**src/rtl/dt_pkg.sv**
```systemverilog
package dt_pkg;

    localparam int DEF_NUM_FEAT   = 4;
    localparam int DEF_FEAT_W     = 8;
    localparam int DEF_NUM_NODES  = 6;
    localparam int DEF_NUM_LEAVES = 7;
    localparam int DEF_CLASS_W    = 2;

    // Child links: values below DEF_NUM_NODES name an internal node,
    // values from DEF_NUM_NODES upward name leaf (value - DEF_NUM_NODES).
    localparam int LEAF_BASE = DEF_NUM_NODES;

    typedef enum logic {
        ST_EMPTY = 1'b0,
        ST_FULL  = 1'b1
    } vstate_t;

    function automatic int node_feat(input int n);
        int r;
        unique case (n)
            0: r = 0;
            1: r = 1;
            2: r = 2;
            3: r = 3;
            4: r = 0;
            5: r = 3;
            default: r = 0;
        endcase
        return r;
    endfunction

    function automatic int node_prec(input int n);
        int r;
        unique case (n)
            0: r = 8;
            1: r = 4;
            2: r = 6;
            3: r = 3;
            4: r = 7;
            5: r = 2;
            default: r = 8;
        endcase
        return r;
    endfunction

    function automatic int node_thr(input int n);
        int r;
        unique case (n)
            0: r = 100;
            1: r = 9;
            2: r = 40;
            3: r = 2;
            4: r = 60;
            5: r = 1;
            default: r = 0;
        endcase
        return r;
    endfunction

    function automatic int node_left(input int n);
        int r;
        unique case (n)
            0: r = 1;
            1: r = LEAF_BASE + 0;
            2: r = 4;
            3: r = LEAF_BASE + 2;
            4: r = LEAF_BASE + 4;
            5: r = LEAF_BASE + 5;
            default: r = LEAF_BASE;
        endcase
        return r;
    endfunction

    function automatic int node_right(input int n);
        int r;
        unique case (n)
            0: r = 2;
            1: r = 3;
            2: r = LEAF_BASE + 1;
            3: r = LEAF_BASE + 3;
            4: r = 5;
            5: r = LEAF_BASE + 6;
            default: r = LEAF_BASE;
        endcase
        return r;
    endfunction

    function automatic int leaf_class(input int l);
        int r;
        unique case (l)
            0: r = 0;
            1: r = 1;
            2: r = 2;
            3: r = 3;
            4: r = 1;
            5: r = 0;
            6: r = 2;
            default: r = 0;
        endcase
        return r;
    endfunction

endpackage

```
**src/rtl/dt_node_cmp.sv**
```systemverilog
module dt_node_cmp #(
    parameter int FEAT_W = 8,
    parameter int PREC   = 8,
    parameter int THR    = 0
) (
    input  logic [FEAT_W-1:0] feat,
    output logic              go_left
);
    localparam int KEEP = (PREC > FEAT_W) ? FEAT_W : ((PREC < 1) ? 1 : PREC);
    localparam logic [KEEP-1:0] THR_K = KEEP'(THR);

    logic [KEEP-1:0] feat_k;

    generate
        if (KEEP == FEAT_W) begin : g_full
            assign feat_k = feat;
        end else begin : g_trunc
            assign feat_k = feat[FEAT_W-1 -: KEEP];
        end
    endgenerate

    // ties take the left branch
    assign go_left = (feat_k <= THR_K);
endmodule

```
**src/rtl/dt_leaf_resolve.sv**
```systemverilog
module dt_leaf_resolve #(
    parameter int NUM_NODES  = dt_pkg::DEF_NUM_NODES,
    parameter int NUM_LEAVES = dt_pkg::DEF_NUM_LEAVES,
    parameter int CLASS_W    = dt_pkg::DEF_CLASS_W
) (
    input  logic [NUM_NODES-1:0]  go_left,
    output logic [NUM_LEAVES-1:0] leaf_hit,
    output logic [CLASS_W-1:0]    leaf_cls
);
    logic [NUM_NODES-1:0] reach;

    // Parents precede children in the table, so one ordered pass
    // forms the AND of every decision on each root-to-leaf path.
    always_comb begin
        reach    = '0;
        leaf_hit = '0;
        reach[0] = 1'b1;
        for (int n = 0; n < NUM_NODES; n++) begin
            if (dt_pkg::node_left(n) < NUM_NODES)
                reach[dt_pkg::node_left(n)] = reach[n] & go_left[n];
            else
                leaf_hit[dt_pkg::node_left(n) - NUM_NODES] = reach[n] & go_left[n];
            if (dt_pkg::node_right(n) < NUM_NODES)
                reach[dt_pkg::node_right(n)] = reach[n] & ~go_left[n];
            else
                leaf_hit[dt_pkg::node_right(n) - NUM_NODES] = reach[n] & ~go_left[n];
        end
    end

    always_comb begin
        leaf_cls = '0;
        for (int l = 0; l < NUM_LEAVES; l++) begin
            if (leaf_hit[l])
                leaf_cls = leaf_cls | CLASS_W'(dt_pkg::leaf_class(l));
        end
    end
endmodule

```
**src/rtl/dt_valid_fsm.sv**
```systemverilog
module dt_valid_fsm (
    input  logic clk,
    input  logic rst,
    input  logic in_valid,
    output logic load_en,
    output logic out_valid
);
    import dt_pkg::*;

    vstate_t st_q, st_d;

    always_ff @(posedge clk) begin
        if (rst) st_q <= ST_EMPTY;
        else     st_q <= st_d;
    end

    always_comb begin
        st_d = st_q;
        unique case (st_q)
            ST_EMPTY: st_d = in_valid ? ST_FULL : ST_EMPTY;  // LOAD / IDLE
            ST_FULL:  st_d = in_valid ? ST_FULL : ST_EMPTY;  // STREAM / DRAIN
            default:  st_d = ST_EMPTY;
        endcase
    end

    always_comb begin
        load_en   = in_valid;
        out_valid = (st_q == ST_FULL);
    end
endmodule

```
**src/rtl/dtree_classifier.sv**
```systemverilog
module dtree_classifier #(
    parameter int NUM_FEAT   = dt_pkg::DEF_NUM_FEAT,
    parameter int FEAT_W     = dt_pkg::DEF_FEAT_W,
    parameter int NUM_NODES  = dt_pkg::DEF_NUM_NODES,
    parameter int NUM_LEAVES = dt_pkg::DEF_NUM_LEAVES,
    parameter int CLASS_W    = dt_pkg::DEF_CLASS_W
) (
    input  logic                       clk,
    input  logic                       rst,
    input  logic                       in_valid,
    input  logic [NUM_FEAT*FEAT_W-1:0] in_feat,
    output logic                       out_valid,
    output logic [CLASS_W-1:0]         out_class,
    output logic [NUM_LEAVES-1:0]      out_leaf
);
    logic [NUM_NODES-1:0]  go_left;
    logic [NUM_LEAVES-1:0] leaf_hit;
    logic [CLASS_W-1:0]    leaf_cls;
    logic                  load_en;

    generate
        for (genvar n = 0; n < NUM_NODES; n++) begin : g_node
            localparam int FI = dt_pkg::node_feat(n);
            dt_node_cmp #(
                .FEAT_W (FEAT_W),
                .PREC   (dt_pkg::node_prec(n)),
                .THR    (dt_pkg::node_thr(n))
            ) u_cmp (
                .feat    (in_feat[FI*FEAT_W +: FEAT_W]),
                .go_left (go_left[n])
            );
        end
    endgenerate

    dt_leaf_resolve #(
        .NUM_NODES  (NUM_NODES),
        .NUM_LEAVES (NUM_LEAVES),
        .CLASS_W    (CLASS_W)
    ) u_resolve (
        .go_left  (go_left),
        .leaf_hit (leaf_hit),
        .leaf_cls (leaf_cls)
    );

    dt_valid_fsm u_fsm (
        .clk       (clk),
        .rst       (rst),
        .in_valid  (in_valid),
        .load_en   (load_en),
        .out_valid (out_valid)
    );

    always_ff @(posedge clk) begin
        if (rst) begin
            out_class <= '0;
            out_leaf  <= '0;
        end else if (load_en) begin
            out_class <= leaf_cls;
            out_leaf  <= leaf_hit;
        end
    end
endmodule

```
**config.mk**
```make
export PLATFORM = sky130hd
export DESIGN_NAME = dtree_classifier
export DESIGN_NICKNAME = d
export VERILOG_FILES = /design/src/rtl/dt_pkg.sv /design/src/rtl/dt_node_cmp.sv /design/src/rtl/dt_leaf_resolve.sv /design/src/rtl/dt_valid_fsm.sv /design/src/rtl/dtree_classifier.sv
export SDC_FILE = /design/constraint.sdc
export NUM_CORES = 1
export LEC_CHECK = 0
export CELL_PAD_IN_SITES_DETAIL_PLACEMENT = 0
export CELL_PAD_IN_SITES_GLOBAL_PLACEMENT = 1
export CORE_AREA = 10 10 48 50
export CTS_CLUSTER_SIZE = 28
export DETAILED_ROUTE_END_ITERATION = 7
export DIE_AREA = 0 0 58 60
export DONT_BUFFER_PORTS = 1
export PLACE_DENSITY_LB_ADDON = 0.1
export SLEW_MARGIN = 5
export SYNTH_ARGS = -nofsm -noshare
export SYNTH_HDL_FRONTEND = slang
export SYNTH_HIERARCHICAL = 1
export SYNTH_SLANG_ARGS = --single-unit
```
**constraint.sdc**
```tcl
create_clock -name clk -period 2.1 [get_ports clk]
set_clock_uncertainty 0.05 [all_clocks]
set_input_delay 0.105 -clock clk [delete_from_list [all_inputs] [get_ports clk]]
set_output_delay 0.105 -clock clk [all_outputs]
set_load 0.005 [all_outputs]
```
==> flow_summary_export.csv, run 1 <==
group,metric,value,unit
timing,hold_viol,0,
synth,ys_warn_count,6,
worst_setup_path,r2r-start,"out_leaf[6]$_SDFFE_PP0P_",
synth,synth_nets,92,
detailed_routing,dr_wl_met2,557,um
detailed_routing,wl_met3,254,um
layout,final_cells,77,
detailed_routing,drt-met1-wl,426,um
clock_network,clock_latency,0.26,ns
detailed_routing,vias,398,
layout,insertedDiodeCount,0,
worst_setup_path,worstPathArrival,1.50,ns
layout,fill_cells,156,
detailed_routing,finalWirelength,1.256,mm
placed_design,io_buffer_count,0,
timing,rsz0062_at_grt,"false",
clock_network,clk_path_buf_depth,2,
layout,register_area,200.2,um2
floorplanning,num_rows,14,
clock_network,tritoncts,"done",
layout,multiInputGateArea,295.3,um2
timing,fin_crit,1.398,ns
hold_path,hp-class,"in2reg",
detailed_routing,firstDrtPassIters,3,
worst_setup_path,cp_max_fo,10,
worst_setup_path,max_stage_delay,0.78,ns
timing,finalWorstSetupSlack,0.7015,ns
placed_design,dp_hpwl,1.046,mm
flow_run,cap_viol_max_count,0,
grt,grt_pass1_vias,413,
worst_setup_path,cp_common_cell,"dlygate4sd3_1",
synth,syn_inst,57,
worst_setup_path,crit_path_cell_trace,"dlygate4sd3_1, nor2b_4, dlygate4sd3_1",
grt,grt_max_degree,11,
timing,fmax,0.7151,GHz
worst_setup_path,crit_required,2.20,ns
detailed_routing,drtIter0Drc,5,
floorplanning,io_pins,45,
worst_setup_path,cp_slowest_cell,"dlygate4sd3_1",
grt,antenna_found_initial,0,
detailed_routing,top_layer,"met4",
pwr,finalPower,429.2,uW
worst_setup_path,rr_endpoint,"out_leaf[6]$_SDFFE_PP0P_",
pwr,leakagePower,0.2628,nW
synth,yosysUniqueCellTypes,26,
layout,postLayoutCoreUtil,41.29,%
timing,tightest_slew,0.5466,ns
synth,ys_ff_latch,10,
detailed_routing,viasPerCell,5.169,
detailed_routing,wl_per_cell,16.31,um
worst_setup_path,cp-end-kind,"flop",
detailed_routing,drc,0,
outcome,status,"completed",
timing,whs,0.1006,ns
pwr,pwr_density_cell,723.7,nW/um2
worst_setup_path,worstSetupPathType,"in2reg",
worst_setup_path,worstSetupStartpointType,"input pin",
floorplanning,die_w,58,um
synth,synth.avg_cell_area,9.285,um2
layout,area_growth,12.06,%
layout,fin_area,593.1,um2
floorplanning,core,1436,um2
hold_path,worstHoldStart,"in_feat[31]",
grt,track_usage,7.207,%
pwr,peakVddDrop,0.5019,mV
hold_path,min_path_cells,4,
worst_setup_path,reg2reg_slack,1.40,ns
floorplanning,start_util,36.85,%
timing,setup_tns,0,ns
clock_network,cts_max_level,1,
layout,drive_above_1_share,19.67,%
timing,slew_viol_final,0,
grt,grt_pass1_wl,1.932,mm
grt,grt-ovfl-total,0,
clock_network,post_cts_buffers,0,
clock_network,clkSinkCount,10,
clock_network,cts_buffers,3,
clock_network,root_buffer,"clkbuf_4",
clock_network,path_clk_slew,0.07,ns
floorplanning,fp.dieH,60,um
floorplanning,die_area,3480,um2
layout,fin_nets,97,
timing,final.period_utilization,66.59,%
synth,syn_area,529.3,um2
placed_design,post_dp_cell_area,526.8,um2
hold_path,whs_endpoint,"out_leaf[3]$_SDFFE_PP0P_",
timing,setup_viol,0,
detailed_routing,ant_nets,0,
synth,yosysSeqAreaShare,37.83,%
placed_design,gp_congestion,0.7304,
placed_design,pre_cts_ws,0.8102,ns
timing,slew-limit-headroom,63.44,%
placed_design,place_inst,70,
worst_setup_path,worstRegToRegCells,2,
[cell families after synthesis]
| logic type | after synthesis | synth area share (%) |
|---|---|---|
| mux | 9 | 17.02 |
| compound gates | 10 | 15.13 |
| simple gates | 22 | 23.64 |
| flops | 10 | 37.82 |
| buf+inv | 6 | 6.383 |
[report_power, final]
part           total, mW  internal (mW)  switching, mW  leakage (nW)
Combinational     0.0553         0.0275         0.0279         0.160
Sequential         0.203          0.197        0.00565        0.0816
Clock              0.171          0.105         0.0657        0.0210
Total              0.429          0.330         0.0992         0.263
[how the worst max path moves through the flow]
| stage | startpoint | endpoint | slack (ns) |
|---|---|---|---|
| 2_1_floorplan | in_feat[18] | out_class[1]$_SDFFE_PP0P_ | 0.90 |
| 3_3_place_gp | in_feat[18] | out_class[1]$_SDFFE_PP0P_ | 0.82 |
| 3_5_place_dp | in_feat[18] | out_class[1]$_SDFFE_PP0P_ | 0.81 |
| 4_1_cts | rst | u_fsm/out_valid$_SDFF_PP0_ | 0.69 |
| 5_1_grt | rst | u_fsm/out_valid$_SDFF_PP0_ | 0.63 |
| 6_report | rst | u_fsm/out_valid$_SDFF_PP0_ | 0.70 |
[cell usage in the layout (no fill, tap or decap)]
cell type and count:
nor2_1 12, dfxtp_1 10, mux2i_1 9, clkbuf_4 3
inv_1 3, dlygate4sd3_1 3, a21oi_2 2, clkbuf_8 1
o21ai_0 1, nor3_1 1, a21oi_1 1, a21o_1 1
o21ai_1 1, o31a_1 1, o21ai_2 1, and4_1 1
or2_0 1, nor2b_4 1, nand2b_2 1, nor2b_1 1
and3b_2 1, and2_2 1, nor4_1 1, o41ai_2 1
nor3b_1 1, o22ai_1 1
[sequential cells by signal, indices dropped and copies added (netlist names)]
register and flops:
out_leaf 7, out_class 2, u_fsm/out_valid 1
[area by class of cell]
| type | instances | share of cell area [%] |
|---|---|---|
| Multi-Input combinational cell | 41 | 49.79 |
| Clock buffer | 4 | 6.118 |
| Timing Repair Buffer | 3 | 5.063 |
| Inverter | 3 | 1.899 |
| Tap cell | 16 | 3.376 |
| Sequential cell | 10 | 33.76 |
[cells in the mapped netlist, drive strengths merged]
cell,count,area [um2]
nor2,12,45.04
dfxtp,10,200.2
mux2i,9,90.09
a21oi,3,22.52
buf,3,22.52
inv,3,11.26
o21ai,3,18.76
nor2b,2,20.02
a21o,1,7.510
and2,1,7.510
and3b,1,10.01
and4,1,8.760
nand2b,1,8.760
nor3,1,5.000
nor3b,1,7.510
nor4,1,6.260
o22ai,1,6.260
o31a,1,8.760
o41ai,1,16.27
or2,1,6.260
[metal layers]
| layer | vias up | GRT usage, % |
|---|---|---|
| met3 | 2 | 6.356 |
| met2 | 20 | 11.04 |
| met4 | 0 | 6.040 |
| met5 | - | 0 |
| met1 | 170 | 5.674 |
| li1 | 206 | - |
[worst max-delay path, delay by kind of cell]
| family | cells | cell delay, ns |
|---|---|---|
| AND/OR/NAND/NOR | 1 | 0.06 |
| buffers and inverters | 2 | 1.33 |
[repair_timing]
action / in CTS / in global routing
hold buffers: 3 / 0
gates resized for setup: 0 / 0
hold endpoints to repair: 10 / 0
No activity file was read; power rests on OpenSTA's default activity.
==> run 2, diff against run 1 <==
--- a/config.mk
+++ b/config.mk
@@ -7,10 +7,10 @@
 export LEC_CHECK = 0
 export CELL_PAD_IN_SITES_DETAIL_PLACEMENT = 0
 export CELL_PAD_IN_SITES_GLOBAL_PLACEMENT = 1
-export CORE_AREA = 10 10 48 50
+export CORE_AREA = 10 10 51 53
 export CTS_CLUSTER_SIZE = 28
 export DETAILED_ROUTE_END_ITERATION = 7
-export DIE_AREA = 0 0 58 60
+export DIE_AREA = 0 0 61 63
 export DONT_BUFFER_PORTS = 1
 export PLACE_DENSITY_LB_ADDON = 0.1
 export SLEW_MARGIN = 5
==> constraint.sdc (replaced) <==
create_clock -name clk -period 1.18 [get_ports clk]
set_clock_uncertainty 0.05 [all_clocks]
set_input_delay 0.059 -clock clk [delete_from_list [all_inputs] [get_ports clk]]
set_output_delay 0.059 -clock clk [all_outputs]
set_load 0.005 [all_outputs]
==> flow_summary_export.csv, run 2 (same netlist as run 1, synthesis figures left out) <==
group,metric,value,unit
layout,largest-register,"out_leaf",
clock_network,cts_buffers,3,
clock_network,clock_latency,0.25,ns
outcome,status,"completed",
layout,fin_area,588.1,um2
pwr,finalPower,681.5,uW
timing,setup_viol,0,
clock_network,root_buffer,"clkbuf_4",
worst_setup_path,crit_required,1.32,ns
layout,final_cells,78,
placed_design,gp_congestion,0.6751,
clock_network,clkSinkCount,10,
layout,largest_reg_flops,7,
flow_run,cap_viol_max_count,0,
floorplanning,start_util,32.05,%
timing,tightest_slew,0.5526,ns
pwr,pwr_density_cell,1159,nW/um2
timing,hold_viol,0,
floorplanning,io_pins,45,
layout,final_common_cell,"nor2_1",
detailed_routing,wl_per_cell,15.69,um
worst_setup_path,worstSetupPathType,"in2reg",
worst_setup_path,reg2reg_slack,0.49,ns
floorplanning,die_area,3843,um2
floorplanning,fp.dieH,63,um
floorplanning,num_rows,15,
placed_design,place_inst,73,
timing,rsz0062_at_grt,"false",
grt,grt_pass1_vias,417,
timing,slew_viol_final,0,
detailed_routing,drtIter0Drc,7,
placed_design,post_dp_cell_area,543.0,um2
detailed_routing,viasPerCell,5.231,
detailed_routing,vias,408,
detailed_routing,finalWirelength,1.224,mm
worst_setup_path,worstPathArrival,1.12,ns
layout,postLayoutCoreUtil,35.61,%
timing,slew-limit-headroom,63.16,%
detailed_routing,ant_nets,0,
worst_setup_path,worstSetupStartpointType,"input pin",
pwr,peakVddDrop,0.5724,mV
hold_path,hp-class,"in2reg",
timing,final.period_utilization,82.94,%
worst_setup_path,cp-end-kind,"flop",
clock_network,tritoncts,"done",
floorplanning,die_w,61,um
layout,final_cell_mix,"nor2_1, dfxtp_1, mux2i_1",
detailed_routing,drc,0,
timing,setup_tns,0,ns
detailed_routing,firstDrtPassIters,2,
grt,antenna_found_initial,0,
placed_design,io_buffer_count,0,
grt,grt_max_degree,11,
timing,fin_crit,0.9787,ns
layout,area_growth,11.11,%
pwr,leakagePower,0.2683,nW
clock_network,path_clk_slew,0.06,ns
timing,fmax,1.022,GHz
clock_network,clk_path_buf_depth,2,
grt,track_usage,6.357,%
layout,fin_nets,98,
layout,drive_above_1_share,21.31,%
worst_setup_path,cp_max_fo,3,
layout,insertedDiodeCount,0,
grt,grt-ovfl-total,0,
clock_network,cts_max_level,1,
floorplanning,core,1652,um2
clock_network,post_cts_buffers,0,
grt,grt_pass1_wl,1.842,mm
==> run 2: area by class of cell <==
| cell class | count | area, um2 |
|---|---|---|
| Multi-Input combinational cell | 41 | 295.3 |
| Tap cell | 17 | 21.27 |
| Timing Repair Buffer | 4 | 37.54 |
| Inverter | 3 | 11.26 |
| Clock buffer | 3 | 22.52 |
| Sequential cell | 10 | 200.2 |
| Fill cell | 185 | 1064 |
==> run 2: repair_timing <==
action | CTS | global route
gates resized for setup | 0 | 1
hold endpoints to repair | 10 | 0
endpoints found under the setup margin | 0 | 9
hold buffers | 2 | 0
==> run 2: worst paths after layout <==
path                                  start                   endpoint  cells past startpoint
setup / recovery                in_feat[18]  out_class[1]$_SDFFE_PP0P_                      6
hold / removal                  in_feat[31]   out_leaf[3]$_SDFFE_PP0P_                      4
setup reg to reg   out_leaf[6]$_SDFFE_PP0P_   out_leaf[6]$_SDFFE_PP0P_                      2
hold reg to reg   out_class[0]$_SDFFE_PP0P_  out_class[0]$_SDFFE_PP0P_                      2
==> run 2: power by group <==
group / internal (mW) / total, mW / switching [mW]
combinational: 0.0523 / 0.103 / 0.0510
clock: 0.117 / 0.217 / 0.0999
sequential: 0.352 / 0.361 / 0.00978
total: 0.521 / 0.681 / 0.161
==> run 2: layer usage <==
metal / part of all wire (%) / global-route usage, % / routed length (um)
met4: 1.1 / 4.945 / 14
met2: 40 / 7.908 / 484
met1: 38 / 6.956 / 471
met3: 21 / 4.675 / 253
met5: 0 / 0 / 0
==> run 2: critical path, cell delays in order <==
cell     delay, ns
o31a_1        0.28
o21ai_2       0.15
inv_1         0.10
o41ai_2       0.33
mux2i_1       0.11
nor2_1        0.09
==> run 2: stage by stage <==
stage | hold WS, ns | setup slack, ns
after CTS | 0.05286 | 0.007554
after floorplan | 0.07328 | 0.02434
after global routing | 0.1099 | 0.06137
after global placement | 0.07518 | -0.05330
final | 0.05871 | 0.2013
after detailed placement | 0.07630 | -0.06830
==> run 3, diff against run 2 <==
==> constraint.sdc (replaced) <==
create_clock -name clk -period 0.9 [get_ports clk]
set_clock_uncertainty 0.05 [all_clocks]
set_input_delay 0.045 -clock clk [delete_from_list [all_inputs] [get_ports clk]]
set_output_delay 0.045 -clock clk [all_outputs]
set_load 0.005 [all_outputs]
==> flow_summary_export.csv, run 3 (same netlist as run 1, synthesis figures left out) <==
group,metric,value,unit
worst_setup_path,cp_max_fo,3,
pwr,switching_share,23.62,%
hold_path,hp-class,"in2reg",
layout,final_common_cell,"nor2_1",
placed_design,post_dp_cell_area,543.0,um2
layout,largest-register,"out_leaf",
floorplanning,die_w,61,um
layout,insertedDiodeCount,0,
timing,setup_tns,0,ns
grt,antenna_found_initial,0,
layout,fin_nets,99,
detailed_routing,drc,0,
detailed_routing,finalWirelength,1.359,mm
clock_network,tritoncts,"done",
grt,grt_pass1_wl,2.070,mm
pwr,peakVddDrop,0.6556,mV
pwr,pwr-share-seq,52.0,%
floorplanning,start_util,32.05,%
placed_design,io_buffer_count,0,
timing,setup_viol,0,
clock_network,cts_buffers,3,
floorplanning,die_area,3843,um2
placed_design,dp_hpwl,1.130,mm
outcome,status,"finished, violations left",
layout,area_growth,16.31,%
layout,fill_cells,178,
timing,hold_viol,10,
clock_network,cts_max_level,1,
layout,drive_above_1_share,30.65,%
worst_setup_path,crit_required,1.04,ns
clock_network,hold_buffers,1,
clock_network,path_clk_slew,0.06,ns
layout,final_cell_mix,"nor2_1, dfxtp_1, mux2i_1",
timing,rsz0062_at_grt,"true",
detailed_routing,wl_per_cell,17.20,um
pwr,combPwrFrac,16.2,%
timing,tightest_slew,0.4387,ns
worst_setup_path,cp-end-kind,"flop",
floorplanning,io_pins,45,
clock_network,root_buffer,"clkbuf_4",
timing,whs,-0.1322,ns
timing,final.period_utilization,96.75,%
pwr,power_switching,215.6,uW
pwr,finalPower,913.2,uW
timing,fmax,1.148,GHz
floorplanning,fp.dieH,63,um
worst_setup_path,worstSetupStartpointType,"input pin",
placed_design,pre_cts_ws,-0.2765,ns
outcome,violations,"negative hold slack",
clock_network,clkSinkCount,10,
pwr,intPower,697.5,uW
layout,largest_reg_flops,7,
timing,slew-limit-headroom,70.75,%
detailed_routing,drtIter0Drc,9,
placed_design,gp_congestion,0.7444,
detailed_routing,ant_nets,0,
pwr,leakagePower,0.2822,nW
clock_network,clk_path_buf_depth,2,
timing,slew_viol_final,0,
clock_network,clock_latency,0.25,ns
timing,fin_crit,0.8707,ns
floorplanning,core,1652,um2
flow_run,cap_viol_max_count,0,
detailed_routing,viasPerCell,5.304,
pwr,pwr_density_cell,1483,nW/um2
worst_setup_path,worstPathArrival,1.02,ns
detailed_routing,vias,419,
grt,grt_max_degree,11,
grt,grt-ovfl-total,0,
grt,track_usage,6.974,%
grt,grt_pass1_vias,442,
worst_setup_path,worstSetupPathType,"in2reg",
layout,fin_area,615.6,um2
pwr,pwr-share-clk,31.9,%
timing,finalWorstSetupSlack,0.02926,ns
detailed_routing,firstDrtPassIters,4,
floorplanning,num_rows,15,
## run 3: routing by layer
metal | wire length (um) | vias to the layer above | track usage, %
met3 | 274 | 2 | 4.675
met1 | 487 | 188 | 8.087
met5 | 0 | - | 0
met2 | 588 | 22 | 9.439
met4 | 9 | 0 | 3.297
li1 | - | 207 | -
## run 3: repair_timing
item                                    in CTS  in global routing
endpoints found under the setup margin       1                  9
cloned                                       0                  0
hold endpoints to repair                    10                 10
setup buffers                                0                  2
gates resized for setup                      1                  6
pin swaps                                    0                  3
## run 3: area by class of cell
type	count	area [um2]	area share [%]
flip-flops and latches	10	200.2	32.52
multi-input cells	41	310.3	50.41
inverters	3	11.26	1.829
clock buffers	3	22.52	3.659
well taps	17	21.27	3.455
repair buffers	5	50.05	8.130
## run 3: path summary, 6_finish.rpt
path	from	endpoint	slack (ns)	depth (start not counted)
max	in_feat[18]	out_leaf[5]$_SDFFE_PP0P_	0.03	6
min	in_valid	u_fsm/out_valid$_SDFF_PP0_	-0.13	1
min reg2reg	out_class[1]$_SDFFE_PP0P_	out_class[1]$_SDFFE_PP0P_	0.48	2
max reg2reg	out_leaf[1]$_SDFFE_PP0P_	out_leaf[1]$_SDFFE_PP0P_	0.21	2
## run 3: critical path, cell delays in order
cell and delay (ns):
o31a_1 0.28, o21ai_2 0.18, nor2b_4 0.19, and3b_2 0.17
mux2i_1 0.06, nor2_1 0.08
## run 3: power groups by stage
stage               combinational, mW  sequential, mW  clock [mW]
global placement                0.112           0.486           0
finish                          0.148           0.474       0.291
CTS                             0.127           0.476       0.303
floorplan                       0.113           0.480           0
detailed placement              0.114           0.486           0
global route                    0.167           0.478       0.320
## run 3: through the flow
step           cells  utilization (%)  hold WS (ns)
6_report          79            37.27       -0.1322
5_1_grt           79            37.27       -0.1415
4_1_cts           77            35.00       -0.1375
3_5_place_dp      73            32.88       0.06187
3_3_place_gp      73            32.88       0.06131
2_1_floorplan     57                -       0.05928
